### src/rtl/cfgcmd_pkg.sv
package cfgcmd_pkg;
  localparam int unsigned WORD_W = 32;
  localparam int unsigned NREG   = 3;
  localparam int unsigned STAT_W = 2;

  localparam int unsigned IDX_DATA = 0;
  localparam int unsigned IDX_CTRL = 1;
  localparam int unsigned IDX_STAT = 2;

  localparam logic [WORD_W-1:0] CTRL_KEEP     = 32'hFFF3_FFFF;
  localparam logic [WORD_W-1:0] CODE_SHUTDOWN = 32'hC080_0000;
  localparam logic [WORD_W-1:0] CODE_REBOOT   = 32'hC090_0000;

  localparam logic [STAT_W-1:0] STAT_OK  = 2'b01;
  localparam logic [STAT_W-1:0] STAT_ERR = 2'b11;

  typedef enum logic [1:0] {
    CMD_OTHER    = 2'd0,
    CMD_SHUTDOWN = 2'd1,
    CMD_REBOOT   = 2'd2
  } cmd_kind_e;

  function automatic logic [11:0] reg_offset(int unsigned idx);
    case (idx)
      IDX_DATA: reg_offset = 12'h0A0;
      IDX_CTRL: reg_offset = 12'h0A4;
      default:  reg_offset = 12'h0A8;
    endcase
  endfunction
endpackage

### src/rtl/cfgcmd_decode.sv
module cfgcmd_decode
  import cfgcmd_pkg::*;
#(
  parameter int unsigned ADDR_W = 12
) (
  input  logic [ADDR_W-1:0] addr_i,
  output logic [NREG-1:0]   sel_o
);
  for (genvar g = 0; g < NREG; g++) begin : g_sel
    assign sel_o[g] = (addr_i == ADDR_W'(reg_offset(g)));
  end
endmodule

### src/rtl/cfgcmd_classify.sv
module cfgcmd_classify
  import cfgcmd_pkg::*;
(
  input  logic [WORD_W-1:0] wdata_i,
  output logic [WORD_W-1:0] masked_o,
  output cmd_kind_e         kind_o
);
  always_comb begin
    masked_o = wdata_i & CTRL_KEEP;
    if (masked_o == CODE_SHUTDOWN)    kind_o = CMD_SHUTDOWN;
    else if (masked_o == CODE_REBOOT) kind_o = CMD_REBOOT;
    else                              kind_o = CMD_OTHER;
  end
endmodule

### src/rtl/cfgcmd_regs.sv
module cfgcmd_regs
  import cfgcmd_pkg::*;
(
  input  logic              clk_i,
  input  logic              rst_ni,
  input  logic              wr_data_i,
  input  logic              wr_ctrl_i,
  input  logic              wr_stat_i,
  input  logic [WORD_W-1:0] wdata_i,
  input  logic [WORD_W-1:0] masked_i,
  input  cmd_kind_e         kind_i,
  output logic [WORD_W-1:0] data_q_o,
  output logic [WORD_W-1:0] ctrl_q_o,
  output logic [STAT_W-1:0] stat_q_o,
  output logic              shutdown_o,
  output logic              reboot_o
);
  always_ff @(posedge clk_i or negedge rst_ni) begin
    if (!rst_ni) begin
      data_q_o   <= '0;
      ctrl_q_o   <= '0;
      stat_q_o   <= '0;
      shutdown_o <= 1'b0;
      reboot_o   <= 1'b0;
    end else begin
      if (wr_data_i) data_q_o <= wdata_i;
      if (wr_ctrl_i) begin
        ctrl_q_o <= masked_i;
        stat_q_o <= (kind_i == CMD_OTHER) ? STAT_ERR : STAT_OK;
      end else if (wr_stat_i) begin
        stat_q_o <= wdata_i[STAT_W-1:0];
      end
      shutdown_o <= wr_ctrl_i && (kind_i == CMD_SHUTDOWN);
      reboot_o   <= wr_ctrl_i && (kind_i == CMD_REBOOT);
    end
  end

  assert_ctrl_masked_R2: assert property (@(posedge clk_i) disable iff (!rst_ni)
    wr_ctrl_i |=> (ctrl_q_o[19:18] == 2'b00));
  assert_done_set_R3: assert property (@(posedge clk_i) disable iff (!rst_ni)
    wr_ctrl_i |=> stat_q_o[0]);
  assert_req_exclusive_R4: assert property (@(posedge clk_i) disable iff (!rst_ni)
    !(shutdown_o && reboot_o));
  assert_req_single_R4: assert property (@(posedge clk_i) disable iff (!rst_ni)
    (shutdown_o || reboot_o) |=> !(shutdown_o || reboot_o) || $past(wr_ctrl_i));
  assert_req_cause_R4: assert property (@(posedge clk_i) disable iff (!rst_ni)
    wr_ctrl_i && (kind_i != CMD_OTHER) |=> (shutdown_o || reboot_o) && (stat_q_o == STAT_OK));
  assert_err_status_R5: assert property (@(posedge clk_i) disable iff (!rst_ni)
    wr_ctrl_i && (kind_i == CMD_OTHER) |=> (stat_q_o == STAT_ERR) && !shutdown_o && !reboot_o);
endmodule

### src/rtl/cfgcmd_unit.sv
module cfgcmd_unit
  import cfgcmd_pkg::*;
#(
  parameter int unsigned ADDR_W = 12
) (
  input  logic              clk_i,
  input  logic              rst_ni,
  input  logic              variant_en_i,
  input  logic              wr_en_i,
  input  logic              rd_en_i,
  input  logic [ADDR_W-1:0] addr_i,
  input  logic [31:0]       wdata_i,
  output logic [31:0]       rdata_o,
  output logic              bad_access_o,
  output logic              shutdown_o,
  output logic              reboot_o
);
  logic [NREG-1:0]   sel;
  logic [WORD_W-1:0] masked;
  cmd_kind_e         kind;
  logic [WORD_W-1:0] data_q, ctrl_q;
  logic [STAT_W-1:0] stat_q;
  logic              wr_ok;

  cfgcmd_decode #(.ADDR_W(ADDR_W)) u_decode (.addr_i(addr_i), .sel_o(sel));

  cfgcmd_classify u_classify (.wdata_i(wdata_i), .masked_o(masked), .kind_o(kind));

  assign wr_ok = wr_en_i && variant_en_i;

  cfgcmd_regs u_regs (
    .clk_i     (clk_i),
    .rst_ni    (rst_ni),
    .wr_data_i (wr_ok && sel[IDX_DATA]),
    .wr_ctrl_i (wr_ok && sel[IDX_CTRL]),
    .wr_stat_i (wr_ok && sel[IDX_STAT]),
    .wdata_i   (wdata_i),
    .masked_i  (masked),
    .kind_i    (kind),
    .data_q_o  (data_q),
    .ctrl_q_o  (ctrl_q),
    .stat_q_o  (stat_q),
    .shutdown_o(shutdown_o),
    .reboot_o  (reboot_o)
  );

  always_comb begin
    rdata_o = '0;
    if (rd_en_i && variant_en_i) begin
      if (sel[IDX_DATA])      rdata_o = data_q;
      else if (sel[IDX_CTRL]) rdata_o = ctrl_q;
      else if (sel[IDX_STAT]) rdata_o = {{(WORD_W-STAT_W){1'b0}}, stat_q};
    end
  end

  assign bad_access_o = (wr_en_i || rd_en_i) && (|sel) && !variant_en_i;

  assert_absent_ignored_R7: assert property (@(posedge clk_i) disable iff (!rst_ni)
    (wr_en_i && !variant_en_i) |=> $stable(data_q) && $stable(ctrl_q) && $stable(stat_q)
                                   && !shutdown_o && !reboot_o);
  assert_absent_reads_zero_R7: assert property (@(posedge clk_i) disable iff (!rst_ni)
    (rd_en_i && !variant_en_i) |-> (rdata_o == '0));
  assert_no_bad_outside_R9: assert property (@(posedge clk_i) disable iff (!rst_ni)
    bad_access_o |-> (addr_i == ADDR_W'(reg_offset(IDX_DATA))) ||
                     (addr_i == ADDR_W'(reg_offset(IDX_CTRL))) ||
                     (addr_i == ADDR_W'(reg_offset(IDX_STAT))));
  assert_data_write_R1: assert property (@(posedge clk_i) disable iff (!rst_ni)
    (wr_en_i && variant_en_i && (addr_i == ADDR_W'(reg_offset(IDX_DATA)))) |=>
      (data_q == $past(wdata_i)));
endmodule

### config.mk
export PLATFORM = sky130hd
export DESIGN_NAME = cfgcmd_unit
export DESIGN_NICKNAME = d
export VERILOG_FILES = /design/src/rtl/cfgcmd_pkg.sv /design/src/rtl/cfgcmd_decode.sv /design/src/rtl/cfgcmd_classify.sv /design/src/rtl/cfgcmd_regs.sv /design/src/rtl/cfgcmd_unit.sv
export SDC_FILE = /design/constraint.sdc
export NUM_CORES = 1
export LEC_CHECK = 0
export ABC_AREA = 0
export BUFFER_PORTS_ARGS = -buffer_cell sky130_fd_sc_hd__buf_4
export CAP_MARGIN = 20
export CELL_PAD_IN_SITES_DETAIL_PLACEMENT = 1
export CELL_PAD_IN_SITES_GLOBAL_PLACEMENT = 2
export CORE_AREA = 2 2 99 101
export DETAILED_ROUTE_END_ITERATION = 12
export DIE_AREA = 0 0 101 103
export PLACE_DENSITY = 0.86
export SLEW_MARGIN = 10
export SYNTH_ARGS = -nofsm -noshare
export SYNTH_HDL_FRONTEND = slang
export SYNTH_SLANG_ARGS = --single-unit
export TNS_END_PERCENT = 30
### constraint.sdc
create_clock -name clk_i -period 2.5 [get_ports clk_i]
set_input_delay 0.375 -clock clk_i [delete_from_list [all_inputs] [get_ports clk_i]]
set_output_delay 0.375 -clock clk_i [all_outputs]
set_load 0.02 [all_outputs]
==> summary.md, run 1 <==
• result of the run: complete, no violations
• IO Count: 84
• fraction of final layout cells sized beyond drive strength 1: 51.9%
• clock period minus final worst setup slack: 2.40 ns
• synthesized area divided by synthesized cell count: 12.9 um2
• number of H-tree branching levels: 3
• Total Power: 2.14 mW
• number of antenna cells inserted: 0
• highest-count cells in the layout ignoring fill and taps: 90 x buf_4, 66 x dfrtp_1, 32 x mux2_2
• Hold/Removal Path Class: in2async
• worst-case headroom to the max-slew limit: 42.8%
• r2r startpoint: u_regs.stat_q_o[0]
• DRC marker count from the first detailed-route iteration: 70
• summed instance area of the synthesized netlist: 3230 um2
• number of endpoints failing setup at the final stage: 0
• post-route insts no fill: 461
• Worst Path Required: 2.12 ns
• mean number of vias per cell: 5.19
• register-to-register path setup slack: 1.66 ns
• GR Overflow Total: 0
• root buffer cell: clkbuf_8
• number of buffers inserted during clock tree synthesis: 9
• flip-flop and latch count after synthesis: 66
• detailed-placement wirelength estimate: 5.87 mm
• total cell area at the placement stage: 4020 um2
• Via Count: 2394
• Worst-Skew Late Latency: 0.34 ns
• effective utilization at floorplan: 34.1%
• post-synthesis to final-layout area growth: 31.7%
• Avg WL per Cell: 18.5 um
• antenna violations before repair: 0
• Synth Net Count: 299
• number of routed nets with antenna violations: 0
• WHS: 0.121 ns
• TritonCTS Sinks: 66
• slew at the pin with the worst max-slew slack: 0.858 ns
• CTS tree: yes
• most frequent standard cell in the layout excluding fill and tap cells: buf_4
• placed insts: 444
• CTS Hold Buffers Added: 0
• router iterations before antenna repair: 4
• # DRC: 0
• endpoints failing hold: 0
• Pleak: 2.14 nW
• number of input and output port buffers inserted: 83
• via count of the first global-routing pass: 2503
• Worst EP arrival: 2.02 ns
• post-route cell area: 4250 um2
• Die Span X: 101 um
• maximum fanout along the worst path: 13
• final cycle utilization of the critical path: 95.9%
• pin count of the biggest net entering global routing: 67
• Row Count: 36
• final standard cell utilization of the core: 44.9%
• wirelength, routed: 8.52 mm
• clock tree skew after final layout: 0 ns
• Ys Warns: 0
• setup repair after global routing missed its margin: true
• path type of the worst setup path: in2out
• routability congestion estimate from global placement: 0.783
• fmax: 417 MHz
• wire length of the first global-routing pass: 13.3 mm
• area of the core: 9460 um2
• Clk pin slew, worst setup/hold paths: 0.07 ns
• FF-to-FF path depth: 3
• maximum clock path buffer count: 2
• worst reg2reg endpoint: u_regs.stat_q_o[0]
• fin. max-slew vios: 0
• sequential element share of the synthesized area: 51.2%
• post-synthesis instance total: 250
• Power Dens Cells: 503 nW/um2
• MaxCap Viol Count: 0
• Crit. End Element: primary output
• die area: 10400 um2
• overall track demand over capacity in global routing: 17.0%
• number of library cell types mapped by synthesis: 33
• Die Y-Extent: 103 um
• layout net count: 391
• IR Drop Worst-Case VDD: 0.246 mV
• nature of the critical path startpoint: input port
## registers in the layout, indices dropped and copies added (netlist names)
name / flops
u_regs.data_q_o: 32
u_regs.ctrl_q_o: 30
u_regs.stat_q_o: 2
u_regs.reboot_o: 1
u_regs.shutdown_o: 1
## how the worst max path moves through the flow
stage / from / end / slack, ns / cells past startpoint
CTS: addr_i[11] / rdata_o[31] / 0.01 / 7
detailed placement: addr_i[11] / rdata_o[31] / 0.02 / 7
global route: addr_i[11] / rdata_o[8] / -0.004 / 7
floorplan: addr_i[11] / rdata_o[2] / 0.16 / 5
global placement: addr_i[11] / rdata_o[31] / 0.07 / 7
finish: addr_i[11] / rdata_o[8] / 0.10 / 7
## worst max-delay path, stage by stage
cell and delay (ns):
buf_4 0.11, or4_4 0.59, nor4_4 0.25, buf_4 0.27
a22oi_1 0.12, nor2_1 0.13, buf_4 0.17
## kinds of logic after synthesis
family / count (synthesis) / synth area share (%)
AOI/OAI and AO/OA: 42 / 9.50
buffers and inverters: 18 / 3.76
DFF: 66 / 51.2
muxes: 62 / 25.1
and+or+nand+nor: 62 / 10.4
## area by class of cell
cell class / count / area (um2)
multi-input combinational: 166 / 1480
sequential: 66 / 1650
fill: 1043 / 5210
clock inverter: 6 / 66.3
tap: 114 / 143
clock buffer: 10 / 138
timing repair buffer: 95 / 754
inverter: 4 / 15.0
## metal layers
layer	vias to the layer above	part of all wire, %	global-route usage (%)
li1	1105	-	-
met1	1214	45	22.1
met2	68	48	27.8
met3	7	6.1	4.68
met4	0	0.80	4.99
met5	-	0	0
## stage by stage
step / setup WS, ns / setup TNS (ns)
3_3_place_gp: 0.0662 / 0
6_report: 0.102 / 0
3_5_place_dp: 0.0227 / 0
5_1_grt: -0.00400 / -0.00400
4_1_cts: 0.0116 / 0
2_1_floorplan: 0.157 / 0
## cells in the mapped netlist (all sizes together)
cell | count | area [um2]
dfrtp | 66 | 1650
mux2 | 62 | 811
nor2 | 31 | 116
a22oi | 28 | 210
buf | 12 | 98.8
nor4 | 9 | 77.6
a21oi | 5 | 25.0
inv | 4 | 15.0
nand2 | 4 | 15.0
nand2b | 3 | 18.8
nand4 | 3 | 18.8
and2 | 2 | 12.5
and3 | 2 | 12.5
clkbuf | 2 | 7.51
nor3 | 2 | 10.0
o21ai | 2 | 10.0
or2 | 2 | 12.5
a22o | 1 | 8.76
a2bb2oi | 1 | 8.76
a31oi | 1 | 6.26
nand4bb | 1 | 11.3
nor4b | 1 | 8.76
nor4bb | 1 | 10.0
o2111a | 1 | 11.3
o2111ai | 1 | 8.76
o211a | 1 | 10.0
o211ai | 1 | 7.51
or4 | 1 | 11.3
## where the power goes
group          switching (mW)  internal [mW]  total (mW)
combinational          0.0773         0.0653       0.143
sequential            0.00140           1.07        1.07
clock                   0.437          0.487       0.924
total                   0.516           1.62        2.14
## what timing repair did
item,in CTS,in global routing
resized for setup,0,5
setup buffers,0,0
endpoints found under the setup margin,0,28
Power figures use the tool's default switching activity.
==> inputs of run 2 (changes only) <==
ABC_AREA = 1   (was 0)
CORE_AREA = 2 2 109 111   (was 2 2 99 101)
DIE_AREA = 0 0 111 113   (was 0 0 101 103)
==> summary.md, run 2 <==
• top-area cell type share of the netlist area: 47.9%, -3.3 points
• Post-Place Setup Slack: 0.285 ns, +0.262 ns
• TritonCTS Sinks: 66, unchanged
• Avg WL per Cell: 14.2 um, -23%
• antenna violations before repair: 0, unchanged
• effective utilization at floorplan: 30.6%, -3.5 points
• TNS Setup: 0 ns, unchanged
• clock tree skew after final layout: 0 ns, unchanged
• number of buffers inserted during clock tree synthesis: 9, unchanged
• final worst slack: 0.275 ns, +0.173 ns
• path type of the worst setup path: in2out
• Row Count: 39, +8.3%
• maximum fanout along the worst path: 33, +20
• fin. max-slew vios: 0, unchanged
• post-synthesis instance total: 424, +70%
• Worst EP arrival: 1.85 ns, -0.17 ns
• Hold/Removal Path Class: in2async
• number of antenna cells inserted: 0, unchanged
• number of endpoints failing setup at the final stage: 0, unchanged
• summed instance area of the synthesized netlist: 3450 um2, +6.9%
• Die Y-Extent: 113 um, +9.7%
• top routing layer in use: met4
• Via Count: 2996, +25%
• standard cell with the maximum stage delay on the critical path: inv_4
• Power Dens Cells: 620 nW/um2, +23%
• flip-flop and latch count after synthesis: 66, unchanged
• Crit. End Element: primary output
• # DRC: 0, unchanged
• wire length of the first global-routing pass: 15.9 mm, +19%
• via count of the first global-routing pass: 3269, +31%
• worst-case headroom to the max-slew limit: 43.7%, +0.89 points
• fraction of final layout cells sized beyond drive strength 1: 28.9%, -23 points
• final cycle utilization of the critical path: 89.0%, -6.9 points
• nature of the critical path startpoint: input port
• total cell area at the placement stage: 4110 um2, +2.3%
• gate family responsible for the most delay along the worst path: buffers and inverters
• result of the run: complete, no violations
• routed metal-1 wire length: 4.20 mm, +9.5%
• detailed-placement wirelength estimate: 6.39 mm, +8.9%
• number of H-tree branching levels: 3, unchanged
• worst reg2reg endpoint: u_regs.ctrl_q_o[28]
• most frequent standard cell in the layout excluding fill and tap cells: nand2_1
• setup bufs post-CTS: 0, unchanged
• Worst Path Required: 2.12 ns, about the same
• FF-to-FF path depth: 2, -1
• WHS: 0.157 ns, +0.0362 ns
• IO Count: 84, unchanged
• Worst-Skew Late Latency: 0.32 ns, -0.02 ns
• count of instances resized after the clock tree is built: 0, unchanged
• highest-count cells in the layout ignoring fill and taps: 152 x nand2_1, 84 x buf_4, 66 x dfrtp_1
• Synth Net Count: 473, +58%
• number of routed nets with antenna violations: 0, unchanged
• Main synth FF type: dfrtp_1
• sequential element share of the synthesized area: 47.9%, -3.3 points
• CTS tree: yes
• critical path cell sequence: buf_4 > inv_1 > nand2_1 > nor3_2 > nand2_4 > inv_4 > nand2_1 > a21oi_1 > buf_4
• wirelength, routed: 9.24 mm, +8.4%
• logic depth of the worst setup path including buffers: 9, +2
• register-to-register path setup slack: 1.82 ns, +0.16 ns
• root buffer cell: clkbuf_16
• die area: 12500 um2, +21%
• post-synthesis to final-layout area growth: 30.0%
• most used standard cells in the synthesized netlist: 152 x nand2_1, 66 x dfrtp_1, 41 x inv_1
• router iterations before antenna repair: 4, unchanged
• pin count of the biggest net entering global routing: 67, unchanged
• r2r startpoint: u_regs.ctrl_q_o[28]
• number of library cell types mapped by synthesis: 21, -36%
• setup repair after global routing missed its margin: false
• delay of the slowest cell on the worst path: 0.32 ns, -0.27 ns
• maximum clock path buffer count: 2, unchanged
• IR Drop Worst-Case VDD: 0.314 mV, +28%
• DRC marker count from the first detailed-route iteration: 144, +110%
• library cell occupying the most area in the post-synthesis netlist: dfrtp_1
• MaxCap Viol Count: 0, unchanged
• mean number of vias per cell: 4.62, -11%
• fillers: 1375, +32%
• CTS Hold Buffers Added: 0, unchanged
• Pleak: 2.18 nW, +1.8%
• Ys Warns: 0, unchanged
• buffer and inverter count on the worst path: 4, +1
• post-route cell area: 4480 um2, +5.5%
• fmax: 449 MHz, +7.8%
• layout net count: 550, +41%
• cell with the most instances after synthesis: nand2_1
• end of the critical path: rdata_o[31]
• clock period minus final worst setup slack: 2.23 ns, -0.173 ns
• number of input and output port buffers inserted: 83, unchanged
• area of the core: 11300 um2, +19%
• routability congestion estimate from global placement: 0.755, -3.6%
• endpoints failing hold: 0, unchanged
• slew at the pin with the worst max-slew slack: 0.845 ns, -0.0134 ns
• Post-synth ARST share: 100%, unchanged
• register ranked first by flip-flop count: u_regs.data_q_o
• number of flip-flops under the largest register name: 32, unchanged
• routed wl met3: 334 um, -36%
• start point of the critical path: addr_i[1]
• GR Overflow Total: 0, unchanged
• overall track demand over capacity in global routing: 15.6%, -1.4 points
• wire length on met2: 4.56 mm, +11%
• Clk pin slew, worst setup/hold paths: 0.05 ns, -0.02 ns
• Synth area leaders: dfrtp_1 48%, nand2_1 17%, o21ai_2 8.6%
• synthesized area divided by synthesized cell count: 8.13 um2, -37%
• Die Span X: 111 um, +9.9%
• Post-synth EDFFs: 0, unchanged
• Top Registers: u_regs.data_q_o x32, u_regs.ctrl_q_o x30, u_regs.stat_q_o x2
run 2: logic make-up (layout without fill, tap and decap cells):
kind of cell,count (synthesis),count (layout),synth area share [%]
and+or+nand+nor,196,196,23.4
buffers and inverters,65,147,10.8
DFF,66,66,47.9
AOI/OAI and AO/OA,97,97,17.9
run 2: through the flow:
| step | power (mW) | cells | util (%) |
|---|---|---|---|
| 6_report | 2.78 | 649 | 39.8 |
| 5_1_grt | 2.88 | 649 | 39.8 |
| 4_1_cts | 2.82 | 649 | 39.8 |
| 3_5_place_dp | 1.25 | 633 | 36.5 |
| 3_3_place_gp | 1.25 | 633 | 36.5 |
| 2_1_floorplan | 1.15 | 424 | - |
run 2: routing by layer:
metal | up-vias | GRT usage, %
met5 | - | 0
met1 | 1436 | 20.2
met2 | 60 | 26.6
li1 | 1490 | -
met4 | 0 | 5.00
met3 | 10 | 2.84
run 2: layout make-up:
class / instances / area (um2) / share of cell area (%)
flip-flops and latches: 66 / 1650 / 36.9
multi-input cells: 293 / 1420 / 31.7
repair buffers: 87 / 691 / 15.4
clock buffers: 11 / 243 / 5.42
well taps: 143 / 179 / 3.99
inverters: 44 / 170 / 3.80
clock inverters: 5 / 125 / 2.79
run 2: worst min path at each step:
stage                   startpoint                  end  slack [ns]
5_1_grt                     rst_ni   u_regs.ctrl_q_o[4]        0.24
2_1_floorplan               rst_ni   u_regs.ctrl_q_o[0]        0.08
3_5_place_dp    u_regs.data_q_o[1]   u_regs.data_q_o[1]        0.46
4_1_cts                     rst_ni   u_regs.ctrl_q_o[4]        0.20
6_report                    rst_ni   u_regs.ctrl_q_o[4]        0.16
3_3_place_gp   u_regs.data_q_o[19]  u_regs.data_q_o[19]        0.46
run 2: where the power goes:
group	internal (mW)	switching (mW)
registers	1.07	0.00142
logic	0.0636	0.0906
clock network	1.10	0.449
total	2.24	0.541
